===== config.mk =====
export PLATFORM = sky130hd
export DESIGN_NAME = lrd_top
export DESIGN_NICKNAME = d
export VERILOG_FILES = /design/src/rtl/lrd_pkg.sv /design/src/rtl/lrd_region_decode.sv /design/src/rtl/lrd_attr_pick.sv /design/src/rtl/lrd_route_reg.sv /design/src/rtl/lrd_top.sv
export SDC_FILE = /design/constraint.sdc
export NUM_CORES = 1
export LEC_CHECK = 0
export ABC_AREA = 1
export BUFFER_PORTS_ARGS = -buffer_cell sky130_fd_sc_hd__buf_4
export CORE_UTILIZATION = 37
export CTS_BUF_LIST = sky130_fd_sc_hd__clkbuf_2 sky130_fd_sc_hd__clkbuf_4 sky130_fd_sc_hd__clkbuf_8
export DETAILED_ROUTE_END_ITERATION = 16
export PLACE_DENSITY = 0.95
export RECOVER_POWER = 25
export SKIP_CTS_REPAIR_TIMING = 1
export SLEW_MARGIN = 20
export SYNTH_ARGS = -nofsm -noshare
export SYNTH_HDL_FRONTEND = slang
export SYNTH_HIERARCHICAL = 1
export SYNTH_SLANG_ARGS = --single-unit

===== constraint.sdc =====
create_clock -name clk -period 2.35 [get_ports clk]
set_input_delay 0.1175 -clock clk [delete_from_list [all_inputs] [get_ports clk]]
set_output_delay 0.1175 -clock clk [all_outputs]
set_load 0.03 [all_outputs]

===== src/rtl/lrd_pkg.sv =====
`timescale 1ns/1ps
// Shared types for the legacy memory routing decoder.
// Assumes the decoded space is exactly the first megabyte.
package lrd_pkg;
    // Coarse region classes of the first megabyte
    typedef enum logic [1:0] {
        RGN_BASE   = 2'd0,  // fixed DRAM
        RGN_HOLE   = 2'd1,  // switchable hole
        RGN_VIDEO  = 2'd2,  // legacy video / SMM window
        RGN_SHADOW = 2'd3   // attribute-steered segments
    } region_e;
endpackage


===== src/rtl/lrd_region_decode.sv =====
`timescale 1ns/1ps
// Classifies an address into a region class and, for the shadow area,
// a segment index. Assumes the top two address bits select 256 KB quarters
// and the shadow area is made of GRAN-sized granules, with every granule
// from index SEG_CNT-1 upward folded into the last (large) segment.
module lrd_region_decode #(
    parameter int ADDR_W  = 20,
    parameter int GRAN_W  = 14,
    parameter int SEG_CNT = 13,
    parameter int IDX_W   = $clog2(SEG_CNT)
) (
    input  logic [ADDR_W-1:0]  addr,
    output lrd_pkg::region_e   region,
    output logic [IDX_W-1:0]   seg_idx
);
    localparam int GW = ADDR_W - 2 - GRAN_W;

    logic [GW-1:0] gran;
    assign gran = addr[ADDR_W-3:GRAN_W];

    // Pick the region class from the upper address bits
    always_comb begin
        unique case (addr[ADDR_W-1 -: 2])
            2'b00, 2'b01: region = lrd_pkg::RGN_BASE;
            2'b10:        region = addr[ADDR_W-3] ? lrd_pkg::RGN_VIDEO
                                                  : lrd_pkg::RGN_HOLE;
            default:      region = lrd_pkg::RGN_SHADOW;
        endcase
    end

    // Map the granule number to a segment index, folding the top granules
    always_comb begin
        if (gran >= GW'(SEG_CNT - 1))
            seg_idx = IDX_W'(SEG_CNT - 1);
        else
            seg_idx = IDX_W'(gran);
    end
endmodule


===== src/rtl/lrd_attr_pick.sv =====
`timescale 1ns/1ps
// Selects the steering bit of one shadow segment for the current cycle
// direction. Assumes seg_idx is below SEG_CNT.
module lrd_attr_pick #(
    parameter int SEG_CNT = 13,
    parameter int IDX_W   = $clog2(SEG_CNT)
) (
    input  logic [IDX_W-1:0]   seg_idx,
    input  logic               is_write,
    input  logic [SEG_CNT-1:0] rd_en,
    input  logic [SEG_CNT-1:0] wr_en,
    output logic               to_dram
);
    logic [SEG_CNT-1:0] sel;
    logic [SEG_CNT-1:0] dir_en;

    // One-hot segment select, one comparator per segment
    for (genvar g = 0; g < SEG_CNT; g++) begin : g_sel
        assign sel[g] = (seg_idx == IDX_W'(g));
    end

    // Choose the steering vector that matches the cycle direction
    assign dir_en  = is_write ? wr_en : rd_en;
    // Reduce the selected bit
    assign to_dram = |(sel & dir_en);
endmodule


===== src/rtl/lrd_route_reg.sv =====
`timescale 1ns/1ps
// Output stage holding the routing decision for one clock.
// Assumes the decision is meaningful only while in_valid is high.
module lrd_route_reg (
    input  logic clk,
    input  logic rst_n,
    input  logic in_valid,
    input  logic in_dram,
    output logic out_valid,
    output logic out_dram
);
    // Register the decision; the target flag is forced low when idle
    always_ff @(posedge clk) begin
        if (!rst_n) begin
            out_valid <= 1'b0;
            out_dram  <= 1'b0;
        end else begin
            out_valid <= in_valid;
            out_dram  <= in_valid & in_dram;
        end
    end
endmodule


===== src/rtl/lrd_top.sv =====
`timescale 1ns/1ps
// Routing decoder for cycles below 1 MB: fixed DRAM base, switchable hole,
// video window with an SMM override, and per-segment read/write steering.
// Assumes configuration inputs are stable while a request is presented.
module lrd_top #(
    parameter int ADDR_W  = 20,
    parameter int GRAN_W  = 14,
    parameter int SEG_CNT = 13
) (
    input  logic               clk,
    input  logic               rst_n,
    input  logic               req_valid,
    input  logic [ADDR_W-1:0]  req_addr,
    input  logic               req_write,
    input  logic               req_smm,
    input  logic [SEG_CNT-1:0] cfg_rd_en,
    input  logic [SEG_CNT-1:0] cfg_wr_en,
    input  logic               cfg_dos_hole,
    input  logic               cfg_smram_en,
    output logic               rsp_valid,
    output logic               rsp_to_dram
);
    localparam int IDX_W = $clog2(SEG_CNT);

    lrd_pkg::region_e region;
    logic [IDX_W-1:0] seg_idx;
    logic             shadow_dram;
    logic             route_dram;

    lrd_region_decode #(
        .ADDR_W (ADDR_W),
        .GRAN_W (GRAN_W),
        .SEG_CNT(SEG_CNT),
        .IDX_W  (IDX_W)
    ) u_decode (
        .addr   (req_addr),
        .region (region),
        .seg_idx(seg_idx)
    );

    lrd_attr_pick #(
        .SEG_CNT(SEG_CNT),
        .IDX_W  (IDX_W)
    ) u_pick (
        .seg_idx (seg_idx),
        .is_write(req_write),
        .rd_en   (cfg_rd_en),
        .wr_en   (cfg_wr_en),
        .to_dram (shadow_dram)
    );

    // Combine the region class with its controls into one decision
    always_comb begin
        unique case (region)
            lrd_pkg::RGN_BASE:  route_dram = 1'b1;
            lrd_pkg::RGN_HOLE:  route_dram = ~cfg_dos_hole;
            lrd_pkg::RGN_VIDEO: route_dram = req_smm & cfg_smram_en;
            default:            route_dram = shadow_dram;
        endcase
    end

    lrd_route_reg u_out (
        .clk      (clk),
        .rst_n    (rst_n),
        .in_valid (req_valid),
        .in_dram  (route_dram),
        .out_valid(rsp_valid),
        .out_dram (rsp_to_dram)
    );
endmodule


==> impl_metrics.yaml, run 1 <==
drt:
  antenna_left: 0
  first_pass_iters: 4
  routedWlPerCell_um: 9.17
  drtIter0Drc: 21
  routed_wl_um: 1500
  via_per_inst: 4.69
  vias: 769
  drc: 0
floorplanning:
  row_count: 12
  start_util: 0.416
  ios: 55
  core_sq_mm: 0.00117
  die_y_um: 38.3
  die_x_um: 38.3
  die-area_sq_mm: 0.00146
sta:
  setup_viol: 0
  fin_crit_sh: 0.613
  hold_slack_ns: 0.112
  hold_viol_final: 0
  rsz0062_at_grt: "no"
  slew_violations: 0
  fin_setup_tns_ns: 0
  maxSlewHeadroom: 0.680
  tightest_slew_ns: 0.475
  fmax_ghz: 0.695
  period_needed_ns: 1.44
  setup_slack_ns: 0.910
global_route:
  grt_pass1_wl_um: 2360
  antenna_found_initial: 0
  grt.total_usage: 0.231
  first_global_vias: 672
  grt_max_degree: 15
  grt-ovfl-total: 0
critical_path:
  worst-setup-path-type: "input port to register"
  endpoint_kind: "register"
  startpoint: "req_addr[16]"
  cp.required_ns: 2.47
  arrival_ns: 1.56
  startpoint_type: "input port"
  critical_path.max_fanout: 5
worst_hold_path:
  holdCritStartpoint: "req_valid"
  min_path_type: "input port to register"
finish:
  final_core_util: 0.686
  nets: 205
  diodes: 0
  final_cell_area_sq_um: 803
  fin_cells: 164
  fillers: 125
  seq_area_sq_um: 40.0
  multiInputGateArea_sq_um: 382
  drive_gt1_frac: 0.300
  area_growth_syn_to_layout_pct: 65.0
placement:
  port_buffers: 40
  gp_congestion: 0.899
  post-place-ws_ns: 0.699
  place_area_sq_um: 781
  dpl.cell_count: 161
  dp_hpwl_um: 1270
clock_network:
  cts_buffers: 3
  cts_sinks: 2
  cts_root_buf: "clkbuf_4"
  h-tree-depth: 1
  clk_pin_slew_worst_paths_ns: 0.03
  cts_buffer_depth: 2
  cts_tree: "built"
yosys:
  ys_ff_latch: 2
  synth_nets: 164
  syn_avg_cell_area_sq_um: 4.38
  yosysTopAreaCell: "nand2_1"
  yosys-top-cells-area: "nand2_1 (50%), nor2_1 (15%), dfxtp_1 (8.2%), inv_1 (7.7%), nand3b_1 (6.2%)"
  netlist.area_leader.share: 0.501
  syn_inst: 111
  ys_types: 13
  synth_warnings: 6
  synth.yosys.seq_area_share: 0.0823
  syn_area_sq_um: 487
pwr:
  irDropWorstVdd_v: 0.000117
  p_per_area_mw_per_mm2: 288
  p_leak_nw: 0.516
  power.switching_mw: 0.0763
  clkPwrFrac: 0.337
  finalPower_mw: 0.231
  pwr-share-comb: 0.503
  sw_frac_of_total: 0.330
  p_int_mw: 0.155
  pwr-share-seq: 0.160
outcome:
  status: "complete, no violations"
run:
  cap_violations: 0
-- cell usage in the layout, fill, tap and decap left out --
cell type and instances:
a21oi_1 1, nand3_1 2, nor2_1 19, nand2_1 65
inv_2 1, inv_1 10, nor2_2 1, nand3b_1 4
buf_4 39, clkbuf_4 4, dfxtp_1 2, a21boi_0 2
-- registers in the layout, indices dropped and copies added (netlist names) --
name             flops
u_out/out_dram       1
u_out/out_valid      1
-- cells in the mapped netlist, drive strengths merged --
| library cell | count |
|---|---|
| a21boi | 2 |
| a21oi | 1 |
| buf | 2 |
| clkbuf | 2 |
| dfxtp | 2 |
| inv | 11 |
| nand2 | 65 |
| nand3 | 2 |
| nand3b | 4 |
| nor2 | 20 |
-- area by class of cell --
cell class                 instances  area share
clock buffer                       3      0.0280
inverter                          11      0.0514
multi-input combinational         94       0.475
sequential                         2      0.0498
tap                               14      0.0218
timing repair buffer              40       0.374
-- worst max-delay path, cell delays in order --
cell and delay, ns:
buf_4 0.13, a21boi_0 0.41, inv_1 0.08, nand2_1 0.12, nor2_1 0.06, nand2_1 0.06, nand2_1 0.05, nor2_1 0.10
nand3_1 0.09, nand2_1 0.07, nand2_1 0.04, nor2_1 0.09, nor2_1 0.04, inv_1 0.06, nor2_2 0.04
-- per-layer routing --
layer  vias to the layer above  share of wire  wire length (um)  track usage
met4                         0          0.019                29        0.125
met1                       325           0.41               611        0.229
met2                        36           0.51               769        0.441
met3                         2          0.061                92       0.0407
met5                         -              0                 0            0
li1                        406              -                 -            -
-- path summary, 6_finish.rpt --
kind                  slack, ns  cells after the start              end
worst min-delay path       0.11                      3  u_out/out_valid
worst max-delay path       0.91                     15   u_out/out_dram
-- power groups by stage --
| stage | Clock (mW) | Sequential [mW] | Combinational [mW] |
|---|---|---|---|
| detailed placement | 0 | 0.0374 | 0.116 |
| CTS | 0.0806 | 0.0370 | 0.116 |
| global route | 0.0827 | 0.0371 | 0.130 |
| finish | 0.0780 | 0.0370 | 0.116 |
| floorplan | 0 | 0.0413 | 0.0534 |
| global placement | 0 | 0.0370 | 0.112 |
-- logic make-up (layout without fill, tap and decap cells) --
| family | after synthesis | after routing | share of synthesized area |
|---|---|---|---|
| buf+inv | 15 | 54 | 0.134 |
| flops | 2 | 2 | 0.0823 |
| compound gates | 3 | 3 | 0.0411 |
| simple gates | 91 | 91 | 0.743 |
Note: power is estimated with default switching activity, not from simulation.
==> run 2, diff against run 1 <==
Settings changed: CORE_UTILIZATION 37 to 34, PLACE_DENSITY 0.95 to 0.92.
Clock period 2.35 ns to 1.4 ns, I/O delays scaled along.
==> impl_metrics.yaml, run 2 (synthesized netlist as in run 1, its figures left out) <==
critical_path:
  startpoint: "req_addr[17]"
  worst-setup-path-type: "input port to register"
  cp_top_family: "simple AND/OR/NAND/NOR gates"
  startpoint_type: "input port"
  cp.required_ns: 1.52
  worst-path-stages: 16
  endpoint_kind: "register"
  crit_path_max_incr_delay_ns: 0.16
  arrival_ns: 1.32
  worstPathCellList: "buf_4 > a21boi_0 > buf_4 > inv_1 > nand2_1 > nor2_1 > nand2_1 > nand3_1 > nor2_1 > nand3_1 > nand2_1 > nand2_1 > nor2_1 > nor2_1 > inv_1 > nor2_2"
  path_buf_inv: 4
  critical_path.max_fanout: 5
  endpoint: "u_out/out_dram"
  slowest_stage: "a21boi_0"
sta:
  rsz0062_at_grt: "no"
  period_needed_ns: 1.20
  hold_viol_final: 0
  fin_crit_sh: 0.854
  slew_violations: 0
  fmax_ghz: 0.837
  setup_viol: 0
  maxSlewHeadroom: 0.806
  tightest_slew_ns: 0.289
placement:
  dp_hpwl_um: 1220
  gp_congestion: 0.887
  place_area_sq_um: 812
  dpl.cell_count: 166
  port_buffers: 40
pwr:
  irDropWorstVdd_v: 0.000158
  p_leak_nw: 0.535
  p_per_area_mw_per_mm2: 473
finish:
  drive_gt1_frac: 0.318
  nets: 209
  area_growth_syn_to_layout_pct: 71.5
  final_cell_area_sq_um: 835
  final_common_cell: "nand2_1"
  diodes: 0
  fin_cells: 169
  layout_common_cells: "nand2_1 (65), buf_4 (43), nor2_1 (19), inv_1 (10)"
  top_regs: "u_out/out_dram: 1 flops, u_out/out_valid: 1 flops"
global_route:
  grt_pass1_wl_um: 2280
  antenna_found_initial: 0
  first_global_vias: 619
  grt.total_usage: 0.217
  grt-ovfl-total: 0
  grt_max_degree: 15
drt:
  first_pass_iters: 4
  routedWlPerCell_um: 8.69
  drtIter0Drc: 16
  drc: 0
  vias: 741
  routed_wl_um: 1470
  via_per_inst: 4.38
  antenna_left: 0
floorplanning:
  row_count: 13
  die_y_um: 39.8
  start_util: 0.369
  core_sq_mm: 0.00132
  die_x_um: 39.8
  die-area_sq_mm: 0.00159
  ios: 55
outcome:
  status: "complete, no violations"
clock_network:
  cts_tree: "built"
  h-tree-depth: 1
  cts_buffers: 3
  cts_sinks: 2
  cts_buffer_depth: 2
  cts_root_buf: "clkbuf_4"
  clk_pin_slew_worst_paths_ns: 0.03
worst_hold_path:
  min_path_type: "input port to register"
run:
  cap_violations: 0
run 2: area by class of cell:
cell class	count	area (sq um)
fill	141	483
multi-input combinational	94	382
timing repair buffer	44	330
inverter	11	41.3
sequential	2	40.0
clock buffer	3	22.5
tap	15	18.8
run 2: how the worst min path moves through the flow:
stage                          from         endpoint  slack (ns)  cells after the start
after floorplan           req_valid  u_out/out_valid        0.20                      2
after global placement    req_valid  u_out/out_valid        0.29                      3
after detailed placement  req_valid  u_out/out_valid        0.31                      3
after CTS                 req_valid  u_out/out_valid        0.07                      3
after global routing      req_valid  u_out/out_valid        0.07                      3
final                     req_valid  u_out/out_valid        0.07                      3
run 2: report_power, final:
group | switching (mW) | leakage [nW] | internal [mW] | total, mW
logic | 0.0910 | 0.505 | 0.113 | 0.204
clock network | 0.0350 | 0.0138 | 0.0946 | 0.130
registers | 0.000994 | 0.0166 | 0.0609 | 0.0619
total | 0.127 | 0.535 | 0.268 | 0.395
run 2: metrics by stage:
stage	setup TNS [ns]	worst slack, ns	hold slack, ns	total power [mW]	utilization
3_3_place_gp	0	0.00261	0.288	0.261	0.616
4_1_cts	0	0.199	0.0682	0.403	0.633
3_5_place_dp	-0.0373	-0.0373	0.310	0.266	0.616
2_1_floorplan	0	0.168	0.197	0.159	-
5_1_grt	0	0.0395	0.0723	0.436	0.633
6_report	0	0.205	0.0725	0.395	0.633
run 2: worst min-delay path, cell delays in order:
cell and delay, ns:
buf_4 0.08, nand2_1 0.06, inv_1 0.06
run 2: metal layers:
| layer | GRT usage | share of wire | wire length, um |
|---|---|---|---|
| met1 | 0.234 | 0.40 | 582 |
| met2 | 0.377 | 0.51 | 743 |
| met3 | 0.0398 | 0.079 | 116 |
| met4 | 0.147 | 0.017 | 25 |
| met5 | 0 | 0 | 0 |
==> run 3, diff against run 2 <==
==> constraint.sdc (replaced) <==
create_clock -name clk -period 1.4 [get_ports clk]
set_input_delay 0.14 -clock clk [delete_from_list [all_inputs] [get_ports clk]]
set_output_delay 0.14 -clock clk [all_outputs]
set_load 0.03 [all_outputs]
==> impl_metrics.yaml, run 3 (synthesized netlist as in run 1, its figures left out) <==
global_route:
  antenna_found_initial: 0
  first_global_vias: 593
  grt_max_degree: 15
  grt_pass1_wl_um: 2100
  grt-ovfl-total: 0
  grt.total_usage: 0.193
critical_path:
  path_buf_inv: 4
  endpoint_kind: "register"
  cp.required_ns: 1.52
  slowest_stage: "a21boi_1"
  startpoint: "req_addr[16]"
  cp_top_family: "simple AND/OR/NAND/NOR gates"
  startpoint_type: "input port"
  worstPathCellList: "buf_4 > a21boi_1 > buf_4 > inv_1 > nand2_1 > nor2_1 > nand2_1 > nand3_1 > nor2_1 > nand3_1 > nand2_1 > nand2_1 > nor2_1 > nor2_1 > inv_1 > nor2_2"
  crit_path_max_incr_delay_ns: 0.15
  critical_path.max_fanout: 4
  arrival_ns: 1.42
  worst-setup-path-type: "input port to register"
sta:
  rsz0062_at_grt: "no"
  setup_viol: 0
  fin_crit_sh: 0.930
  fmax_ghz: 0.768
  period_needed_ns: 1.30
  tightest_slew_ns: 0.256
  maxSlewHeadroom: 0.829
  slew_violations: 0
  hold_viol_final: 0
  setup_slack_ns: 0.0978
floorplanning:
  core_sq_mm: 0.00132
  die-area_sq_mm: 0.00159
  die_y_um: 39.8
  start_util: 0.369
  die_x_um: 39.8
  row_count: 13
  ios: 55
clock_network:
  cts_sinks: 2
  cts_root_buf: "clkbuf_4"
  cts_tree: "built"
  cts_buffer_depth: 2
  clk_pin_slew_worst_paths_ns: 0.03
  cts_buffers: 3
  h-tree-depth: 1
drt:
  routedWlPerCell_um: 8.79
  routed_wl_um: 1490
  highest_layer: "met3"
  via_per_inst: 4.49
  routed-wl-met2_um: 785
  wl_met1_um: 601
  drc: 0
  dr_wl_met3_um: 107
  first_pass_iters: 4
  drtIter0Drc: 9
  vias: 764
  antenna_left: 0
pwr:
  power.switching_mw: 0.128
  p_int_mw: 0.270
  irDropWorstVdd_v: 0.000148
  sw_frac_of_total: 0.322
  pwr-share-comb: 0.521
  finalPower_mw: 0.399
  clkPwrFrac: 0.323
  pwr-share-seq: 0.156
  p_per_area_mw_per_mm2: 473
  p_leak_nw: 0.541
run:
  cap_violations: 0
worst_hold_path:
  min_path_cells: 3
  min_path_type: "input port to register"
  holdCritStartpoint: "req_valid"
  holdPathEnd: "u_out/out_dram"
finish:
  area_growth_syn_to_layout_pct: 73.0
  drive_gt1_frac: 0.323
  diodes: 0
  final_common_cell: "nand2_1"
  nets: 210
  final_cell_area_sq_um: 842
  top_regs: "u_out/out_dram: 1 flops, u_out/out_valid: 1 flops"
  layout_common_cells: "nand2_1 (65), buf_4 (44), nor2_1 (19), inv_1 (10)"
placement:
  port_buffers: 40
  dp_hpwl_um: 1200
  gp_congestion: 0.895
  place_area_sq_um: 820
  post-place-ws_ns: -0.124
outcome:
  status: "complete, no violations"
-- run 3: cell count changes in the layout (fill, tap and decap cells not counted) --
cell	previous run	this run
a21boi_0	2	0
buf_4	43	44
a21boi_1	0	2
-- run 3: how the worst max path moves through the flow --
stage / cells after the start / end
after floorplan: 14 / u_out/out_dram
after detailed placement: 16 / u_out/out_dram
final: 16 / u_out/out_dram
after global routing: 16 / u_out/out_dram
after global placement: 16 / u_out/out_dram
after CTS: 16 / u_out/out_dram
-- run 3: per-layer routing --
layer,vias up,global-route usage
met3,0,0.00568
met1,316,0.214
met2,30,0.361
met5,-,0
met4,0,0.103
li1,418,-
-- run 3: worst min-delay path, cell delays in order --
cell	delay, ns
buf_4	0.08
nand2_1	0.06
nor2_2	0.07
-- run 3: metrics by stage --
step,hold slack (ns),utilization,instances,setup TNS (ns)
final,0.161,0.639,170,0
after global routing,0.149,0.639,170,0
after CTS,0.143,0.639,170,0
after detailed placement,0.381,0.622,167,-0.124
after global placement,0.358,0.622,167,-0.0654
after floorplan,0.267,-,111,0
-- run 3: power by group through the flow --
stage          Sequential (mW)  Clock (mW)  Combinational, mW
6_report                0.0621       0.129              0.208
2_1_floorplan           0.0693           0             0.0896
3_3_place_gp            0.0623           0              0.200
4_1_cts                 0.0622       0.134              0.207
5_1_grt                 0.0625       0.136              0.229
3_5_place_dp            0.0628           0              0.205
-- run 3: cell type report --
class	instances	area, sq um
Sequential cell	2	40.0
Multi-Input combinational cell	94	382
Fill cell	125	475
Inverter	11	41.3
Tap cell	15	18.8
Timing Repair Buffer	45	338
Clock buffer	3	22.5
